===== config.mk =====
export PLATFORM = sky130hd
export DESIGN_NAME = ioc_port
export DESIGN_NICKNAME = d
export VERILOG_FILES = /design/src/rtl/ioc_pkg.sv /design/src/rtl/ioc_sync.sv /design/src/rtl/ioc_irq_fsm.sv /design/src/rtl/ioc_port.sv
export SDC_FILE = /design/constraint.sdc
export NUM_CORES = 1
export LEC_CHECK = 0
export BUFFER_PORTS_ARGS = -buffer_cell sky130_fd_sc_hd__buf_2
export CAP_MARGIN = 20
export CORE_ASPECT_RATIO = 1.25
export CORE_UTILIZATION = 59
export DETAILED_ROUTE_END_ITERATION = 12
export PLACE_DENSITY_LB_ADDON = 0.12
export SYNTH_ARGS = -nofsm -noshare
export SYNTH_HDL_FRONTEND = slang
export SYNTH_SLANG_ARGS = --single-unit
export TNS_END_PERCENT = 50

===== constraint.sdc =====
create_clock -name clk -period 2.5 [get_ports clk]
set_input_delay 0.125 -clock clk [delete_from_list [all_inputs] [get_ports clk]]
set_output_delay 0.125 -clock clk [all_outputs]
set_load 0.01 [all_outputs]

===== src/rtl/ioc_pkg.sv =====
`timescale 1ns/1ps
package ioc_pkg;
    localparam logic [7:0] A_DIR  = 8'h00;
    localparam logic [7:0] A_INV  = 8'h01;
    localparam logic [7:0] A_IEN  = 8'h02;
    localparam logic [7:0] A_DEF  = 8'h03;
    localparam logic [7:0] A_MODE = 8'h04;
    localparam logic [7:0] A_CFG  = 8'h05;
    localparam logic [7:0] A_PUP  = 8'h06;
    localparam logic [7:0] A_FLAG = 8'h07;
    localparam logic [7:0] A_CAP  = 8'h08;
    localparam logic [7:0] A_PORT = 8'h09;
    localparam logic [7:0] A_LAT  = 8'h0A;
    localparam logic [7:0] A_LAST = A_LAT;

    localparam int CFG_NOSEQ  = 5;
    localparam int CFG_OD     = 2;
    localparam int CFG_LEVEL  = 1;
    localparam int CFG_CLRCAP = 0;
    localparam logic [7:0] CFG_WMASK = 8'h6F;

    typedef enum logic {
        IRQ_IDLE    = 1'b0,
        IRQ_PENDING = 1'b1
    } irq_state_e;
endpackage


===== src/rtl/ioc_sync.sv =====
`timescale 1ns/1ps
module ioc_sync #(
    parameter int W      = 8,
    parameter int STAGES = 2
) (
    input  logic         clk,
    input  logic         rst_n,
    input  logic [W-1:0] d,
    output logic [W-1:0] q
);
    logic [STAGES-1:0][W-1:0] chain;

    always_ff @(posedge clk or negedge rst_n) begin
        if (!rst_n) begin
            chain <= '0;
        end else begin
            chain[0] <= d;
            for (int i = 1; i < STAGES; i++) begin
                chain[i] <= chain[i-1];
            end
        end
    end

    assign q = chain[STAGES-1];
endmodule


===== src/rtl/ioc_irq_fsm.sv =====
`timescale 1ns/1ps
module ioc_irq_fsm
    import ioc_pkg::*;
#(
    parameter int W = 8
) (
    input  logic         clk,
    input  logic         rst_n,
    input  logic [W-1:0] pins,
    input  logic [W-1:0] en,
    input  logic [W-1:0] mode,
    input  logic [W-1:0] defv,
    input  logic         clr,
    output logic         pend,
    output logic [W-1:0] flag,
    output logic [W-1:0] cap
);
    irq_state_e state_q, state_d;
    logic [W-1:0] prev_q;
    logic [W-1:0] hit;
    logic [W-1:0] first;

    // Per-pin firing condition: compare mode against default, else change.
    assign hit   = en & ((mode & (pins ^ defv)) | (~mode & (pins ^ prev_q)));
    // Lowest set bit of hit.
    assign first = hit & (~hit + W'(1));

    always_ff @(posedge clk or negedge rst_n) begin
        if (!rst_n) begin
            prev_q <= '0;
        end else begin
            prev_q <= pins;
        end
    end

    always_comb begin
        state_d = state_q;
        unique case (state_q)
            IRQ_IDLE:    if (|hit) state_d = IRQ_PENDING;
            IRQ_PENDING: if (clr)  state_d = IRQ_IDLE;
            default:     state_d = IRQ_IDLE;
        endcase
    end

    always_ff @(posedge clk or negedge rst_n) begin
        if (!rst_n) begin
            state_q <= IRQ_IDLE;
        end else begin
            state_q <= state_d;
        end
    end

    always_ff @(posedge clk or negedge rst_n) begin
        if (!rst_n) begin
            flag <= '0;
            cap  <= '0;
        end else begin
            unique case (state_q)
                IRQ_IDLE: begin
                    if (|hit) begin
                        flag <= first;
                        cap  <= pins;
                    end
                end
                IRQ_PENDING: begin
                    if (clr) flag <= '0;
                end
                default: flag <= '0;
            endcase
        end
    end

    assign pend = (state_q == IRQ_PENDING);
endmodule


===== src/rtl/ioc_port.sv =====
`timescale 1ns/1ps
module ioc_port
    import ioc_pkg::*;
#(
    parameter int W           = 8,
    parameter int SYNC_STAGES = 2
) (
    input  logic         clk,
    input  logic         rst_n,
    input  logic         bus_sel,
    input  logic [7:0]   bus_addr,
    input  logic         bus_wr,
    input  logic         bus_rd,
    input  logic [W-1:0] bus_wdata,
    output logic [W-1:0] bus_rdata,
    input  logic [W-1:0] pin_in,
    output logic [W-1:0] pin_out,
    output logic [W-1:0] pin_oe,
    output logic [W-1:0] pin_pu,
    output logic         irq_o,
    output logic         irq_oe
);
    logic [W-1:0] dir_q, inv_q, ien_q, def_q, mode_q, pup_q, lat_q;
    logic [7:0]   cfg_q;
    logic [7:0]   ptr_q;
    logic [7:0]   eff_addr;
    logic [W-1:0] pins_s;
    logic [W-1:0] port_val;
    logic [W-1:0] rd_val;
    logic [W-1:0] flag_w, cap_w;
    logic [W-1:0] rdata_q;
    logic         pend_w;
    logic         clr_w;

    ioc_sync #(.W(W), .STAGES(SYNC_STAGES)) u_sync (
        .clk   (clk),
        .rst_n (rst_n),
        .d     (pin_in),
        .q     (pins_s)
    );

    ioc_irq_fsm #(.W(W)) u_fsm (
        .clk   (clk),
        .rst_n (rst_n),
        .pins  (pins_s),
        .en    (ien_q),
        .mode  (mode_q),
        .defv  (def_q),
        .clr   (clr_w),
        .pend  (pend_w),
        .flag  (flag_w),
        .cap   (cap_w)
    );

    assign eff_addr = bus_sel ? bus_addr : ptr_q;
    assign port_val = (dir_q & (pins_s ^ inv_q)) | (~dir_q & lat_q);
    assign clr_w    = bus_rd && (cfg_q[CFG_CLRCAP] ? (eff_addr == A_CAP)
                                                   : (eff_addr == A_PORT));

    always_comb begin
        case (eff_addr)
            A_DIR:   rd_val = dir_q;
            A_INV:   rd_val = inv_q;
            A_IEN:   rd_val = ien_q;
            A_DEF:   rd_val = def_q;
            A_MODE:  rd_val = mode_q;
            A_CFG:   rd_val = W'(cfg_q);
            A_PUP:   rd_val = pup_q;
            A_FLAG:  rd_val = flag_w;
            A_CAP:   rd_val = cap_w;
            A_PORT:  rd_val = port_val;
            A_LAT:   rd_val = lat_q;
            default: rd_val = '0;
        endcase
    end

    always_ff @(posedge clk or negedge rst_n) begin
        if (!rst_n) begin
            dir_q   <= '1;
            inv_q   <= '0;
            ien_q   <= '0;
            def_q   <= '0;
            mode_q  <= '0;
            cfg_q   <= '0;
            pup_q   <= '0;
            lat_q   <= '0;
            ptr_q   <= '0;
            rdata_q <= '0;
        end else begin
            if (bus_rd) rdata_q <= rd_val;
            if (bus_wr) begin
                case (eff_addr)
                    A_DIR:          dir_q  <= bus_wdata;
                    A_INV:          inv_q  <= bus_wdata;
                    A_IEN:          ien_q  <= bus_wdata;
                    A_DEF:          def_q  <= bus_wdata;
                    A_MODE:         mode_q <= bus_wdata;
                    A_CFG:          cfg_q  <= bus_wdata[7:0] & CFG_WMASK;
                    A_PUP:          pup_q  <= bus_wdata;
                    A_PORT, A_LAT:  lat_q  <= bus_wdata;
                    default:        ;
                endcase
            end
            if (bus_wr || bus_rd) begin
                if (cfg_q[CFG_NOSEQ])       ptr_q <= eff_addr;
                else if (eff_addr >= A_LAST) ptr_q <= 8'h00;
                else                         ptr_q <= eff_addr + 8'h01;
            end
        end
    end

    assign bus_rdata = rdata_q;
    assign pin_out   = lat_q;
    assign pin_oe    = ~dir_q;
    assign pin_pu    = pup_q;
    assign irq_oe    = cfg_q[CFG_OD] ? pend_w : 1'b1;
    assign irq_o     = cfg_q[CFG_OD] ? 1'b0 : (pend_w ~^ cfg_q[CFG_LEVEL]);
endmodule


# Word level (Yosys, flattened, before mapping)
# Index checks and enable logic that the tools add are counted.
# totals
latch_bits,0
out_inout_bits,34
memories,0
ramBits,0
regBits,119
mem_bits_ro,0
# op_classes
add_sub_neg,2
bitwise_logic,16
n_shift,0
mux,13
n_div,0
n_eq_ne,12
magnitude_cmp,1
multipliers,0
n_reduce_logical,15
# op_table
cell,count
$pmux W8 S11,1
$and A8 B8 Y8,6
$mux W8,5
$eq A8 B3 Y1 const B,4
$eq A8 B4 Y1 const B,3
$not A8 Y8,3
$xor A8 B8 Y8,3
$reduce_and A2 Y1,10
$add A8 B1 Y8 const B,2
$eq A8 B2 Y1 const B,2
$or A8 B8 Y8,2
$pmux W8 S2,1
$eq A8 B1 Y1 const B,1
$ge A8 B4 Y1 const B,1
$logic_not A8 Y1,1
$reduce_or A8 Y1,1
$mux W1,5
$ne A2 B1 Y1 const B,1
$ne A2 B2 Y1 const B,1
$pmux W1 S2,1
$reduce_or A2 Y1,1
$logic_and A1 B1 Y1,1
$logic_or A1 B1 Y1,1
$not A1 Y1,1
$xnor A1 B1 Y1,1

# Longest topological paths before layout
# logic_depth
word_depth,9
ltp_mapped,12
ltp_nobuf,8

# By module
# From an unflattened synthesis, not the netlist that was laid out.
# unflattened
hier_cells,529
hier_area_um2,6154.7
# by_module_without_submodules
mod,area_per_inst_um2,cells_per_inst,n_inst,seq_area_each_um2
ioc_port,4401.7,401,1,1961.9
ioc_irq_fsm,1292.5,104,1,625.6
ioc_sync,460.4,24,1,400.4

# Worst setup path after synthesis
# OpenSTA, ideal clock, no wires.
# synth_path
path_kind,input port to flip-flop
startpoint,input bus_sel
endpoint,register lat_q[0] (netlist: pin_out[0])
t_arrival_ns,2.491
setup_ns,0.125
slack_ns,-0.116
required_time_ns,2.375
path_stages,9
path_buffers,4
cell_sequence,buf_6 buf_2 buf_2 mux2i_1 ha_1 clkbuf_1 clkinv_1 a211oi_4 mux2_2
# synth_via
elab_chain_len,4
elab_cells_between_ends,5
classes_between,2 x eq/ne; 1 x mux; 2 x reduce/logical
# synth_rtl
item,line,source
"start, declared",ioc_port.sv:10,"input logic bus_sel,"
$mux W8 *,ioc_port.sv:55,assign eff_addr = bus_sel ? bus_addr : ptr_q;
$eq A8 B4 Y1,ioc_port.sv:92,case (eff_addr)
$reduce_or A2 Y1 *,ioc_port.sv:92,
$reduce_and A2 Y1 (no source line) *,--,
"end signal, assigned",ioc_port.sv:100,"A_PORT, A_LAT: lat_q <= bus_wdata;"
"end, declared",ioc_port.sv:23,"logic [W-1:0] dir_q, inv_q, ien_q, def_q, mode_q, pup_q, lat_q;"
# Mark *: on every way between the ends. The rest lies on a longest branch, timed or not.
# A chain may end at the register's enable or synchronous reset.

# Worst setup path in the final report
# layout_path
startpoint,register ptr_q[5]
endpoint,register rdata_q[3] (netlist: bus_rdata[3])
# layout_via
elab_chain_len,3
elab_cells_between_ends,13
classes_between,10 x eq/ne; 2 x mux; 1 x reduce/logical
# layout_rtl
item,line,source
"start, declared",ioc_port.sv:25,logic [7:0] ptr_q;
"start signal, assigned",ioc_port.sv:105,if (cfg_q[CFG_NOSEQ]) ptr_q <= eff_addr;
"start signal, assigned",ioc_port.sv:107,else ptr_q <= eff_addr + 8'h01;
$mux W8 *,ioc_port.sv:55,
$eq A8 B4 Y1 (tied with other cells),ioc_port.sv:61,case (eff_addr)
$pmux W8 S11 *,ioc_port.sv:61,
"end signal, assigned",ioc_port.sv:90,if (bus_rd) rdata_q <= rd_val;
"end, declared",ioc_port.sv:31,logic [W-1:0] rdata_q;
# Marked as above.

==> run_results.csv <==
group,metric,value,unit
clock_network,cts_buffers,17,
logic_synthesis,synthFlopType,"dfrtp_1",
logic_synthesis,synth_common_cells,"dfrtp_1, mux2_2, nand2_1, o21ai_0, nor2_1",
sta,whs,45.17,ps
logic_synthesis,synth-seq-cells,119,
floorplan,die_h,113.2,um
power,p_total,0.006936,W
logic_synthesis,synth.avg_cell_area,11.50,um^2
min_path,min_to,"def_q[4]$_DFFE_PN0P_",
drt,vias,4918,
floorplan,core_area,9609,um^2
power,powerDensity,955.2,nW/um^2
sta,slew_headroom,49.90,%
worst_setup_path,critPathArrivalTime,2680,ps
layout,syn2layout_area_growth,24.52,%
clock_network,htreeDepth,4,
grt,grt_pass1_wl,26770,um
drt,drt_iter0_markers,531,
sta,max_freq,0.4243,GHz
grt,first_global_vias,4941,
sta,setup_viol,0,
floorplan,start_util,60.69,%
floorplan,die_area,10290,um^2
clock_network,clock_latency,420,ps
worst_setup_path,worst-r2r-cell-count,5,
sta,fin_skew,7.196,ps
placed_design,gp_congestion,0.9770,
run,max-cap-violations,0,
sta,layout_setup_ws,143.4,ps
grt,grt_use_total,35.04,%
layout,final_nets,646,
layout,antennaDiodeCount,0,
placed_design,io_buffers,62,
logic_synthesis,synth_area_leaders,"dfrtp_1, mux2_2, dfstp_2",
placed_design,pre_cts_ws,-28.57,ps
drt,wirelength,17080,um
worst_setup_path,r2r_end,"bus_rdata[3]$_DFFE_PN0P_",
drt,dr.pass1.iters,5,
layout,utilization,75.57,%
sta,final_max_slew_viol_count,0,
logic_synthesis,yosys.area.top_type,"dfrtp_1",
clock_network,clockRootBuffer,"clkbuf_16",
sta,tightestPinTransition,748.7,ps
clock_network,cts_tree,"built",
logic_synthesis,synth_cell_types,60,
sta,rsz0062_at_grt,"no",
drt,antenna_left,0,
clock_network,ctsLongestPathBuffers,2,
min_path,hold_path_depth,2,
floorplan,die_w,90.93,um
sta,period_minus_slack,2357,ps
worst_setup_path,cp_max_fo,6,
power,ir_drop,0.0008364,V
logic_synthesis,async_flop_share,100.0,%
worst_setup_path,worstReg2RegStart,"ptr_q[5]$_DFFE_PN0P_",
drt,wire_per_inst,22.71,um
logic_synthesis,synth-edff-count,0,
placed_design,placed_area,6499,um^2
worst_setup_path,reg2reg_slack,140,ps
layout,design_area,7262,um^2
drt,viasPerCell,6.540,
logic_synthesis,post-synth-top-count-cell,"dfrtp_1",
logic_synthesis,synthCells,507,
clock_network,clk_pin_slew_worst_paths,60,ps
logic_synthesis,ys.warnings.count,0,
logic_synthesis,synth.top_cell.area_share,47.63,%
drt,drc,0,
placed_design,dp_hpwl,11650,um
sta,post-route-period-util,94.26,%
grt,antenna_found_initial,0,
worst_setup_path,cp.required,2820,ps
clock_network,cts_setup_buffers,0,
clock_network,clock_sinks,119,
grt,grt_max_degree,56,
grt,gr-total-overflow,0,
layout,drive_gt1_share,36.58,%
min_path,hold_start,"bus_wdata[4]",
worst_setup_path,cp-end-kind,"flip-flop",
floorplan,rows,40,
logic_synthesis,ys_seq_area_share,51.23,%
power,leakagePower,3.297,nW
worst_setup_path,critPathKind,"reg -> reg",
logic_synthesis,synth.cell_area,5832,um^2
floorplan,io_pins,63,
sta,finalHoldViolations,0,
run_status,outcome,"finished, final reports clean",
min_path,hold_class,"in -> reg",
logic_synthesis,syn-num-nets,540,
worst_setup_path,crit_path_start_kind,"flip-flop",
routing by layer:
layer	part of all wire, %	global-route usage [%]	routed length (um)	vias up
met4	4.8	18.62	817	0
met1	38	42.88	6564	2478
met3	7.9	9.207	1342	67
met2	49	57.12	8355	272
met5	0	0	0	-
li1	-	-	-	2101
worst max-delay path, cell delays in order, from the launching register on:
cell	delay [ps]
dfrtp_1	410
or3_1	410
a22o_1	340
or4_1	660
buf_4	240
a32oi_1	200
cells in the final DEF (no fill, tap or decap), drive strengths merged, types with 4 or more instances in the layout:
cell and count:
dfrtp 111, buf 100, mux2 71, nand2 39, o21ai 28, nor2 25, inv 22, mux2i 20
a21oi 18, clkbuf 17, xnor2 11, a22o 10, dlygate4sd3 9, a22oi 9, nand3 9, nand2b 8
a222oi 8, dfstp 8, o22ai 7, nor3 7, a31oi 5, o2bb2ai 5, a211oi 5, xor2 4
bufinv 4, ha 4, or3b 4, clkinv 4
timing repair:
action / in CTS / in global routing
setup endpoints to repair: 1 / 44
cloned: 0 / 0
pin swaps: 0 / 0
hold buffers: 9 / 0
hold endpoints to repair: 34 / 0
resized for setup: 1 / 7
flip-flops by register name, indices dropped and copies added, names as in the netlist:
| signal | flops |
|---|---|
| bus_rdata | 8 |
| def_q | 8 |
| dir_q | 8 |
| ien_q | 8 |
| inv_q | 8 |
| mode_q | 8 |
| pin_out | 8 |
| pin_pu | 8 |
| ptr_q | 8 |
| u_fsm.cap | 8 |
| u_fsm.flag | 8 |
| u_fsm.prev_q | 8 |
| u_sync.chain | 8 |
| u_sync.q | 8 |
| cfg_q | 6 |
| u_fsm.pend | 1 |
worst max path at each step:
stage | slack, ps | startpoint | depth (start not counted) | endpoint
2_1_floorplan | 10 | bus_sel | 9 | pin_out[0]$_DFFE_PN0P_
5_1_grt | 10 | ptr_q[0]$_DFFE_PN0P_ | 7 | bus_rdata[4]$_DFFE_PN0P_
3_3_place_gp | -20 | ptr_q[1]$_DFFE_PN0P_ | 8 | bus_rdata[6]$_DFFE_PN0P_
6_report | 140 | ptr_q[5]$_DFFE_PN0P_ | 5 | bus_rdata[3]$_DFFE_PN0P_
4_1_cts | 20 | ptr_q[1]$_DFFE_PN0P_ | 8 | bus_rdata[6]$_DFFE_PN0P_
3_5_place_dp | -30 | ptr_q[1]$_DFFE_PN0P_ | 8 | bus_rdata[6]$_DFFE_PN0P_
cells by family (layout without fill, tap and decap cells):
| group | after synthesis | after routing | share of synthesized area [%] |
|---|---|---|---|
| AO/OA/AOI/OAI | 122 | 122 | 15.00 |
| XOR/XNOR | 15 | 15 | 2.253 |
| adder cells (fa/ha/maj) | 4 | 4 | 0.8582 |
| buffers and inverters | 39 | 158 | 2.853 |
| flip-flops | 119 | 119 | 51.23 |
| multiplexers | 91 | 91 | 17.14 |
| AND/OR/NAND/NOR | 117 | 117 | 10.66 |
stage by stage:
| stage | instances | TNS (ps) |
|---|---|---|
| floorplan | 507 | 0 |
| global placement | 711 | -19.64 |
| detailed placement | 711 | -28.57 |
| CTS | 752 | 0 |
| global route | 752 | 0 |
| finish | 752 | 0 |
report_power, final:
part / leakage, nW / internal, W / switching, W
sequential: 1.51 / 0.00241 / 0.000423
combinational: 1.48 / 0.000723 / 0.000739
clock: 0.309 / 0.00169 / 0.000947
cell type report:
class,instances,area (um^2)
Tap cell,126,157.7
Multi-Input combinational cell,349,2710
Sequential cell,119,2988
Fill cell,705,2347
Inverter,17,65.06
Clock inverter,15,215.2
Clock buffer,17,425.4
Timing Repair Buffer,109,700.7
Power figures use the tool's default switching activity.
